===== src/rtl/ep_ready_pkg.sv =====
package ep_ready_pkg;
  localparam int STAT_W = 32;
  localparam int HALF_W = 16;

  // Mask of implemented bit positions for num_ep endpoints per half.
  function automatic logic [STAT_W-1:0] impl_mask(input int num_ep);
    logic [STAT_W-1:0] m;
    m = '0;
    for (int i = 0; i < HALF_W; i++) begin
      if (i < num_ep) begin
        m[i]          = 1'b1;
        m[i + HALF_W] = 1'b1;
      end
    end
    return m;
  endfunction

  // Isolate the lowest set bit (fixed ascending priority).
  function automatic logic [STAT_W-1:0] lowest_one(input logic [STAT_W-1:0] x);
    return x & (~x + 1'b1);
  endfunction
endpackage


===== src/rtl/ep_cmd_mask.sv =====
module ep_cmd_mask
  import ep_ready_pkg::*;
#(
  parameter int NUM_EP = 13
) (
  input  logic              bus_reset,
  input  logic              prime_wr,
  input  logic [STAT_W-1:0] prime_mask,
  input  logic              flush_wr,
  input  logic [STAT_W-1:0] flush_mask,
  input  logic [STAT_W-1:0] dma_clear,
  input  logic [STAT_W-1:0] retire_start,
  input  logic [STAT_W-1:0] retire_done,
  output logic [STAT_W-1:0] prime_set,
  output logic [STAT_W-1:0] kill,
  output logic [STAT_W-1:0] clr_set,
  output logic [STAT_W-1:0] ret_on,
  output logic [STAT_W-1:0] ret_off
);
  localparam logic [STAT_W-1:0] VALID = impl_mask(NUM_EP);

  always_comb begin
    prime_set = prime_wr ? (prime_mask & VALID) : '0;
    if (bus_reset)     kill = VALID;
    else if (flush_wr) kill = flush_mask & VALID;
    else               kill = '0;
    clr_set = dma_clear & VALID;
    ret_on  = retire_start & VALID;
    ret_off = bus_reset ? VALID : (retire_done & VALID);
  end
endmodule


===== src/rtl/ep_prime_seq.sv =====
module ep_prime_seq
  import ep_ready_pkg::*;
#(
  parameter int ACCEPT_CYC = 3
) (
  input  logic              clk,
  input  logic              rst_n,
  input  logic [STAT_W-1:0] prime_set,
  input  logic [STAT_W-1:0] kill,
  input  logic              hold,
  output logic [STAT_W-1:0] accept
);
  localparam int CNT_W = (ACCEPT_CYC < 2) ? 1 : $clog2(ACCEPT_CYC);
  localparam logic [CNT_W-1:0] CNT_LOAD = CNT_W'(ACCEPT_CYC - 1);

  logic [STAT_W-1:0] pend_q, cur_q, live;
  logic              serving_q;
  logic [CNT_W-1:0]  cnt_q;
  logic              abort_ev, fire_ev;

  assign live     = pend_q & ~kill;
  assign abort_ev = serving_q && ((kill & cur_q) != '0);
  assign fire_ev  = serving_q && !abort_ev && !hold && (cnt_q == '0);
  assign accept   = fire_ev ? cur_q : '0;

  always_ff @(posedge clk or negedge rst_n) begin
    if (!rst_n) begin
      pend_q    <= '0;
      cur_q     <= '0;
      serving_q <= 1'b0;
      cnt_q     <= '0;
    end else begin
      pend_q <= (pend_q | prime_set) & ~kill & ~accept;
      if (serving_q) begin
        if (abort_ev || fire_ev) serving_q <= 1'b0;
        else if (!hold)          cnt_q     <= cnt_q - 1'b1;
      end else if (live != '0) begin
        serving_q <= 1'b1;
        cur_q     <= lowest_one(live);
        cnt_q     <= CNT_LOAD;
      end
    end
  end


  accept_onehot_chk: assert property (@(posedge clk) disable iff (!rst_n)
    $onehot0(accept));


  cancel_no_accept_chk: assert property (@(posedge clk) disable iff (!rst_n)
    abort_ev |=> (accept == '0));


  busy_stalls_chk: assert property (@(posedge clk) disable iff (!rst_n)
    (serving_q && hold && !abort_ev) |=> (serving_q && $stable(cnt_q)));
endmodule


===== src/rtl/ep_ready_flags.sv =====
module ep_ready_flags
  import ep_ready_pkg::*;
(
  input  logic              clk,
  input  logic              rst_n,
  input  logic [STAT_W-1:0] accept,
  input  logic [STAT_W-1:0] clr_set,
  input  logic [STAT_W-1:0] kill,
  input  logic [STAT_W-1:0] ret_on,
  input  logic [STAT_W-1:0] ret_off,
  output logic [STAT_W-1:0] status
);
  logic [STAT_W-1:0] rdy_q, ret_q;

  always_ff @(posedge clk or negedge rst_n) begin
    if (!rst_n) begin
      rdy_q <= '0;
      ret_q <= '0;
    end else begin
      rdy_q <= (rdy_q | accept) & ~(clr_set | kill);
      ret_q <= (ret_q & ~ret_off) | ret_on;
    end
  end

  assign status = rdy_q & ~ret_q;


  rdy_only_via_accept_chk: assert property (@(posedge clk) disable iff (!rst_n)
    (accept == '0) |=> ((rdy_q & ~$past(rdy_q)) == '0));


  clear_beats_accept_chk: assert property (@(posedge clk) disable iff (!rst_n)
    ((accept & clr_set) != '0) |=> ((rdy_q & $past(accept & clr_set)) == '0));


  retire_hides_chk: assert property (@(posedge clk) disable iff (!rst_n)
    (ret_on != '0) |=> ((status & $past(ret_on)) == '0));
endmodule


===== src/rtl/ep_ready_tracker.sv =====
module ep_ready_tracker
  import ep_ready_pkg::*;
#(
  parameter int NUM_EP     = 13,
  parameter int ACCEPT_CYC = 3
) (
  input  logic        clk,
  input  logic        rst_n,
  input  logic        bus_reset,
  input  logic        prime_wr,
  input  logic [31:0] prime_mask,
  input  logic        flush_wr,
  input  logic [31:0] flush_mask,
  input  logic        traffic_busy,
  input  logic [31:0] dma_clear,
  input  logic [31:0] retire_start,
  input  logic [31:0] retire_done,
  output logic [31:0] accept_o,
  output logic [31:0] status_o
);
  localparam logic [STAT_W-1:0] VALID = impl_mask(NUM_EP);

  logic [STAT_W-1:0] prime_set, kill, clr_set, ret_on, ret_off;

  ep_cmd_mask #(.NUM_EP(NUM_EP)) u_mask (
    .bus_reset(bus_reset), .prime_wr(prime_wr), .prime_mask(prime_mask),
    .flush_wr(flush_wr), .flush_mask(flush_mask), .dma_clear(dma_clear),
    .retire_start(retire_start), .retire_done(retire_done),
    .prime_set(prime_set), .kill(kill), .clr_set(clr_set),
    .ret_on(ret_on), .ret_off(ret_off)
  );

  ep_prime_seq #(.ACCEPT_CYC(ACCEPT_CYC)) u_seq (
    .clk(clk), .rst_n(rst_n), .prime_set(prime_set), .kill(kill),
    .hold(traffic_busy), .accept(accept_o)
  );

  ep_ready_flags u_flags (
    .clk(clk), .rst_n(rst_n), .accept(accept_o), .clr_set(clr_set),
    .kill(kill), .ret_on(ret_on), .ret_off(ret_off), .status(status_o)
  );


  bus_reset_clears_chk: assert property (@(posedge clk) disable iff (!rst_n)
    bus_reset |=> (status_o == '0));


  reserved_quiet_chk: assert property (@(posedge clk) disable iff (!rst_n)
    ((status_o | accept_o) & ~VALID) == '0);


  no_same_cycle_ready_chk: assert property (@(posedge clk) disable iff (!rst_n)
    (prime_wr && accept_o == '0) |=> ((status_o & ~$past(status_o)) == '0));
endmodule


===== config.mk =====
export PLATFORM = sky130hd
export DESIGN_NAME = ep_ready_tracker
export DESIGN_NICKNAME = d
export VERILOG_FILES = /design/src/rtl/ep_ready_pkg.sv /design/src/rtl/ep_cmd_mask.sv /design/src/rtl/ep_prime_seq.sv /design/src/rtl/ep_ready_flags.sv /design/src/rtl/ep_ready_tracker.sv
export SDC_FILE = /design/constraint.sdc
export NUM_CORES = 1
export LEC_CHECK = 0
export ABC_CLOCK_PERIOD_IN_PS = 13700
export CORE_MARGIN = 3
export CORE_UTILIZATION = 52
export DETAILED_ROUTE_END_ITERATION = 10
export PLACE_DENSITY = 0.87
export SLEW_MARGIN = 20
export SYNTH_ARGS = -nofsm -noshare
export SYNTH_HDL_FRONTEND = slang
export SYNTH_HIERARCHICAL = 1
export SYNTH_SLANG_ARGS = --single-unit

===== constraint.sdc =====
create_clock -name clk -period 13.7 [get_ports clk]
set_clock_uncertainty 0.15 [all_clocks]
set_input_delay 4.11 -clock clk [delete_from_list [all_inputs] [get_ports clk]]
set_output_delay 4.11 -clock clk [all_outputs]
set_load 0.01 [all_outputs]

Word-level counts from Yosys, hierarchy flattened

Index checks and enable logic that the tools add are counted.

Add/sub/neg operators: 2
Equal/unequal tests: 2
Mux-type cells: 12
Bitwise operators: 19
Reduce and logical (&&, ||, !) cells: 13

Operators by type and width:

| kind                                                                | count |
|---|---|
| 32-bit AND                                                          | 7 |
| 32-bit inverter                                                     | 4 |
| 29-bit two-way mux                                                  | 4 |
| 29-bit inverter with 32-bit output                                  | 2 |
| 32-bit by 29-bit bitwise OR with 32-bit output                      | 2 |
| 32-bit nonzero test                                                 | 2 |
| 32-bit by 1-bit adder with 32-bit output (second input constant)    | 1 |
| 29-bit by 32-bit AND with 32-bit output                             | 1 |
| 32-bit two-way mux                                                  | 1 |
| 32-bit bitwise OR                                                   | 1 |
| 29-bit bitwise OR                                                   | 1 |
| 2-bit two-way mux                                                   | 4 |
| 1-bit logical AND                                                   | 4 |
| 2-bit != test (second input constant)                               | 2 |
| 1-bit two-way mux                                                   | 3 |
| 3-bit AND reduction                                                 | 1 |
| 1-bit logical NOT                                                   | 2 |
| 2-bit logical NOT                                                   | 1 |
| 2-bit AND reduction                                                 | 1 |
| 2-bit nonzero test                                                  | 1 |
| 2-bit by 1-bit subtractor with 2-bit output (second input constant) | 1 |
| 1-bit logical OR                                                    | 1 |
| 1-bit inverter                                                      | 1 |

Bits in registers: 131
Input bits: 166
Output and inout port bits: 64
Word-level logic and storage cells: 54

Depth between registers and ports, before layout

Gate-level depths: netlist of run 1.

Depth after elaboration: 12
Depth in mapped cells: 12
Mapped depth without buffers: 9

Hierarchy

Netlist of run 1, hierarchy kept.

By module, submodules not included:

| module         | times used | cells an instance | area an instance (um2) |
|---|---|---|---|
| ep_prime_seq   | 1          | 358               | 3721.1 |
| ep_ready_flags | 1          | 224               | 2602.5 |
| ep_cmd_mask    | 1          | 171               | 1228.7 |

Least setup slack after synthesis of run 1

Ideal clock, no wire load.

Kind: input to output
Start point: input port flush_wr
End point: output port accept_o[0]
Data arrival time: 6301 ps
Required time: 9440 ps
Setup slack: 3139 ps
Stages: 9
Buffers on the path: 3
Cells stage by stage: buf_2 buf_2 a21o_1 a22o_1 a2111oi_2 nand3_1 nor3b_2 buf_2 and2_1

Cells in the longest elaborated chain, start to end: 10

Ends and longest elaborated chain:

| item                                    | line                   | RTL |
|---|---|---|
| start: declaration                      | ep_ready_tracker.sv:12 | `input logic flush_wr,` |
| 29-bit two-way mux                      | ep_cmd_mask.sv:25      | `else if (flush_wr) kill = flush_mask & VALID;` |
| 29-bit two-way mux                      | ep_cmd_mask.sv:24      | `if (bus_reset) kill = VALID;` |
| named net kill[6]                       | ep_ready_tracker.sv:23 | `logic [STAT_W-1:0] prime_set, kill, clr_set, ret_on, ret_off;` |
| 29-bit by 32-bit AND with 32-bit output | ep_prime_seq.sv:22     | `assign abort_ev = serving_q && ((kill & cur_q) != '0);` |
| 32-bit nonzero test                     | ep_prime_seq.sv:22     |  |
| 1-bit logical AND                       | ep_prime_seq.sv:22     |  |
| 1-bit logical NOT                       | ep_prime_seq.sv:23     | `assign fire_ev = serving_q && !abort_ev && !hold && (cnt_q == '0);` |
| 1-bit logical AND (3 in a row)          | ep_prime_seq.sv:23     |  |
| 32-bit two-way mux                      | ep_prime_seq.sv:24     | `assign accept = fire_ev ? cur_q : '0;` |
| end: declaration                        | ep_ready_tracker.sv:18 | `output logic [31:0] accept_o,` |

The timed path passes the listed nets, and every way through them passes these cells.

Worst setup path after layout of run 1

Start point: input port flush_wr
End point: output port accept_o[28]

Same word-level chain as after synthesis.

==> results_dict.tcl, run 1 <==
set metrics [dict create \
    run_status "finished clean" \
    finalCritPeriodShare_pct 90.18 \
    first_iter_violations 431 \
    overflow 0 \
    fmax_ghz 0.08094 \
    p_clk_share_pct 43.6 \
    via_per_inst 5.273 \
    yosys_warnings 6 \
    num_antenna_cells 0 \
    critPathKind "in2out" \
    fin_crit_ns 12.35 \
    routed-via-count 5785 \
    drtPass1Iterations 8 \
    rsz0062_at_grt "no" \
    hold_depth 1 \
    async_reset_ff_share_pct 100.0 \
    dieHeight_um 126.5 \
    synth_top_family_by_area "simple AND/OR/NAND/NOR gates" \
    worstRegToRegCells 6 \
    crit_path_end_kind "output pin" \
    hold_viol 0 \
    p_leak_nw 4.502 \
    maxCapViolCount 0 \
    dp_hpwl_um 13810 \
    netlist_area_um2 7552 \
    reg2reg_from "u_seq/pend_q[2]" \
    drt-total-wl_um 18930 \
    grt.total_usage_pct 24.33 \
    start_util_pct 53.78 \
    rows 43 \
    p_seq_share_pct 37.5 \
    synth-seq-cells 131 \
    final_cell_mix "197 x clkdlybuf4s50_1, 131 x dfrtp_1, 77 x nor2_1" \
    internal_power_w 0.0008623 \
    max-vdd-ir-drop_mv 0.09314 \
    setup_violations 0 \
    start_kind "primary input" \
    maxSlewHeadroom_pct 25.12 \
    post_drt_wl_per_cell_um 17.25 \
    die_area_um2 16010 \
    cts_resized 0 \
    critPathMaxFanout 25 \
    synthMuxAreaShare_pct 5.533 \
    ff2ff_setup_slack_ns 10.90 \
    synth_edf_count 0 \
    arrival_ns 8.09 \
    holdPathEnd "u_flags/ret_q[23]" \
    grt_max_degree 83 \
    htreeDepth 4 \
    grt_first_pass_wirelength_um 30750 \
    synthAdderAreaFrac_pct 0.1657 \
    ant_nets 0 \
    clockBufferDepth 2 \
    worst_slew_pin_slew_ns 1.120 \
    clock_sinks 131 \
    antenna_found_initial 0 \
    nNetsFinal 1071 \
    synth.avg_cell_area_um2 10.03 \
    ys_types 52 \
    core_um2 14040 \
    cts_tree "built" \
    clock_latency_ns 0.42 \
    grt_pass1_vias 5984 \
    setup_ws_ns 1.345 \
    worstPathRequired_ns 9.44 \
    hold_buffers 0 \
    gp_congestion 0.8666 \
    io_buffers 199 \
    cts_setup_buffers 0 \
    numCtsBuffers 17 \
    die_w_um 126.5 \
    synth_compound_area_share_pct 11.96 \
    setup-tns-final_ns 0 \
    p_comb_share_pct 18.9 \
    io_pins 230 \
    synth_ff_type "dfrtp_1" \
    hp-class "reg2reg" \
    powerDensity_nw_per_um2 118.4 \
    hold_start "u_flags/ret_q[23]" \
    place_ws_ns 1.419 \
    ys_seq_area_share_pct 43.41 \
    synthCells 753 \
    cts-root-buf "clkbuf_16" \
    startpoint "flush_wr" \
    report.final.slew_viol_count 0 \
    synth_xor_area_share_pct 0 \
    cts.reportedPaths.clkPinSlew_ns 0.05 \
    switching_share_pct 25.88 \
    drc 0 \
    area_growth_pct 30.12 \
    worstReg2RegEnd "u_seq/cur_q[27]" \
    drive_gt1_share_pct 12.21 \
    synthSimpleGateAreaFrac_pct 26.82 \
    p_switching_w 0.0003010 \
    mostFrequentLayoutCell "clkdlybuf4s50_1" \
]
-- worst max-delay path, stage by stage --
cell and delay (ns):
clkdlybuf4s50_1 1.00, a21o_1 0.50, a22o_1 0.25, a2111oi_2 0.53, nand3_1 0.31, nor3b_4 0.31, buf_4 0.29, and2_1 0.22
clkdlybuf4s50_1 0.56
-- area by class of cell --
cell class	instances	area, µm²
Multi-Input combinational cell	509	3478
Clock inverter	9	173.9
Tap cell	180	225.2
Timing Repair Buffer	204	2029
Fill cell	1067	4215
Sequential cell	131	3278
Clock buffer	23	488.0
Inverter	41	153.9
-- registers in the layout (all words and copies together), names as in the netlist --
| register | count |
|---|---|
| u_flags/rdy_q | 32 |
| u_seq/serving_q | 1 |
| u_seq/cnt_q | 2 |
| u_seq/cur_q | 32 |
| u_flags/ret_q | 32 |
| u_seq/pend_q | 32 |
-- worst max path at each step --
stage,to,cells after the start
after CTS,accept_o[22],9
after global routing,accept_o[9],9
after floorplan,accept_o[0],9
after global placement,accept_o[22],9
final,accept_o[28],9
after detailed placement,accept_o[26],9
-- cell families after synthesis --
family | Yosys count
buffers and inverters | 142
flip-flops | 131
adder cells (fa/ha/maj) | 1
other | 1
multiplexers | 30
AO/OA/AOI/OAI | 117
AND/OR/NAND/NOR | 331
-- cells in the mapped netlist (2+ instances only) --
| library cell | count | share of area [%] |
|---|---|---|
| a211oi_1 | 33 | 3.3 |
| a21o_1 | 52 | 5.2 |
| a21o_2 | 6 | 0.70 |
| a21oi_1 | 3 | 0.20 |
| a221oi_1 | 2 | 0.23 |
| a22o_1 | 4 | 0.46 |
| a22oi_1 | 8 | 0.80 |
| and2_1 | 59 | 4.9 |
| and3_1 | 12 | 0.99 |
| buf_2 | 8 | 0.53 |
| buf_4 | 82 | 8.2 |
| buf_6 | 8 | 1.2 |
| clkbuf_1 | 3 | 0.15 |
| dfrtp_1 | 131 | 43 |
| inv_1 | 41 | 2.0 |
| mux2_2 | 2 | 0.30 |
| mux2_4 | 23 | 4.6 |
| mux2i_1 | 5 | 0.66 |
| nand2_1 | 14 | 0.70 |
| nand2b_1 | 15 | 1.2 |
| nand3_1 | 4 | 0.27 |
| nand4_1 | 3 | 0.25 |
| nor2_1 | 77 | 3.8 |
| nor2b_1 | 57 | 4.7 |
| nor3_1 | 12 | 0.80 |
| nor3_2 | 32 | 4.2 |
| nor3b_1 | 2 | 0.20 |
| nor4_1 | 3 | 0.25 |
| nor4b_1 | 3 | 0.35 |
| nor4bb_1 | 2 | 0.27 |
| o21ai_0 | 2 | 0.13 |
| or2_1 | 24 | 2.0 |
| or2_2 | 2 | 0.17 |
-- power by group through the flow --
| stage | clock, W | combinational, W | sequential, W |
|---|---|---|---|
| detailed placement | 0 | 0.000216 | 0.000441 |
| global placement | 0 | 0.000212 | 0.000440 |
| CTS | 0.000514 | 0.000218 | 0.000435 |
| finish | 0.000507 | 0.000220 | 0.000436 |
| floorplan | 0 | 0.000164 | 0.000434 |
| global route | 0.000533 | 0.000239 | 0.000440 |
-- metrics by stage --
stage	total power, W	util, %	cell area [µm²]	cells	hold slack [ns]
after floorplan	0.0005976	-	7661	782	0.2998
after global placement	0.0006517	65.24	9161	1065	0.3097
after detailed placement	0.0006577	65.24	9161	1065	0.3160
after CTS	0.001167	69.95	9823	1097	0.3288
after global routing	0.001211	69.98	9827	1097	0.3387
final	0.001163	69.98	9827	1097	0.3239
-- routing by layer --
| layer | vias up | part of all wire [%] | GRT usage, % |
|---|---|---|---|
| li1 | 2732 | - | - |
| met1 | 2784 | 41 | 29.77 |
| met2 | 237 | 49 | 40.50 |
| met3 | 32 | 7.4 | 7.495 |
| met4 | 0 | 2.7 | 9.211 |
| met5 | - | 0 | 0 |
Note: power is estimated with default switching activity, not from simulation.
==> run 2: changes to the inputs <==
--- a/config.mk
+++ b/config.mk
@@ -6,6 +6,7 @@
 export NUM_CORES = 1
 export LEC_CHECK = 0
 export ABC_CLOCK_PERIOD_IN_PS = 13700
+export CAP_MARGIN = 20
 export CORE_MARGIN = 3
 export CORE_UTILIZATION = 52
 export DETAILED_ROUTE_END_ITERATION = 10
==> results of run 2 <==
Final layout, timing and power as in run 1 (identical DEF).
==> run 3: changes to the inputs <==
--- a/config.mk
+++ b/config.mk
@@ -10,6 +10,7 @@
 export CORE_MARGIN = 3
 export CORE_UTILIZATION = 52
 export DETAILED_ROUTE_END_ITERATION = 10
+export GPL_ROUTABILITY_DRIVEN = 1
 export PLACE_DENSITY = 0.87
 export SLEW_MARGIN = 20
 export SYNTH_ARGS = -nofsm -noshare
==> results of run 3 <==
Final layout, timing and power as in run 1 (identical DEF).
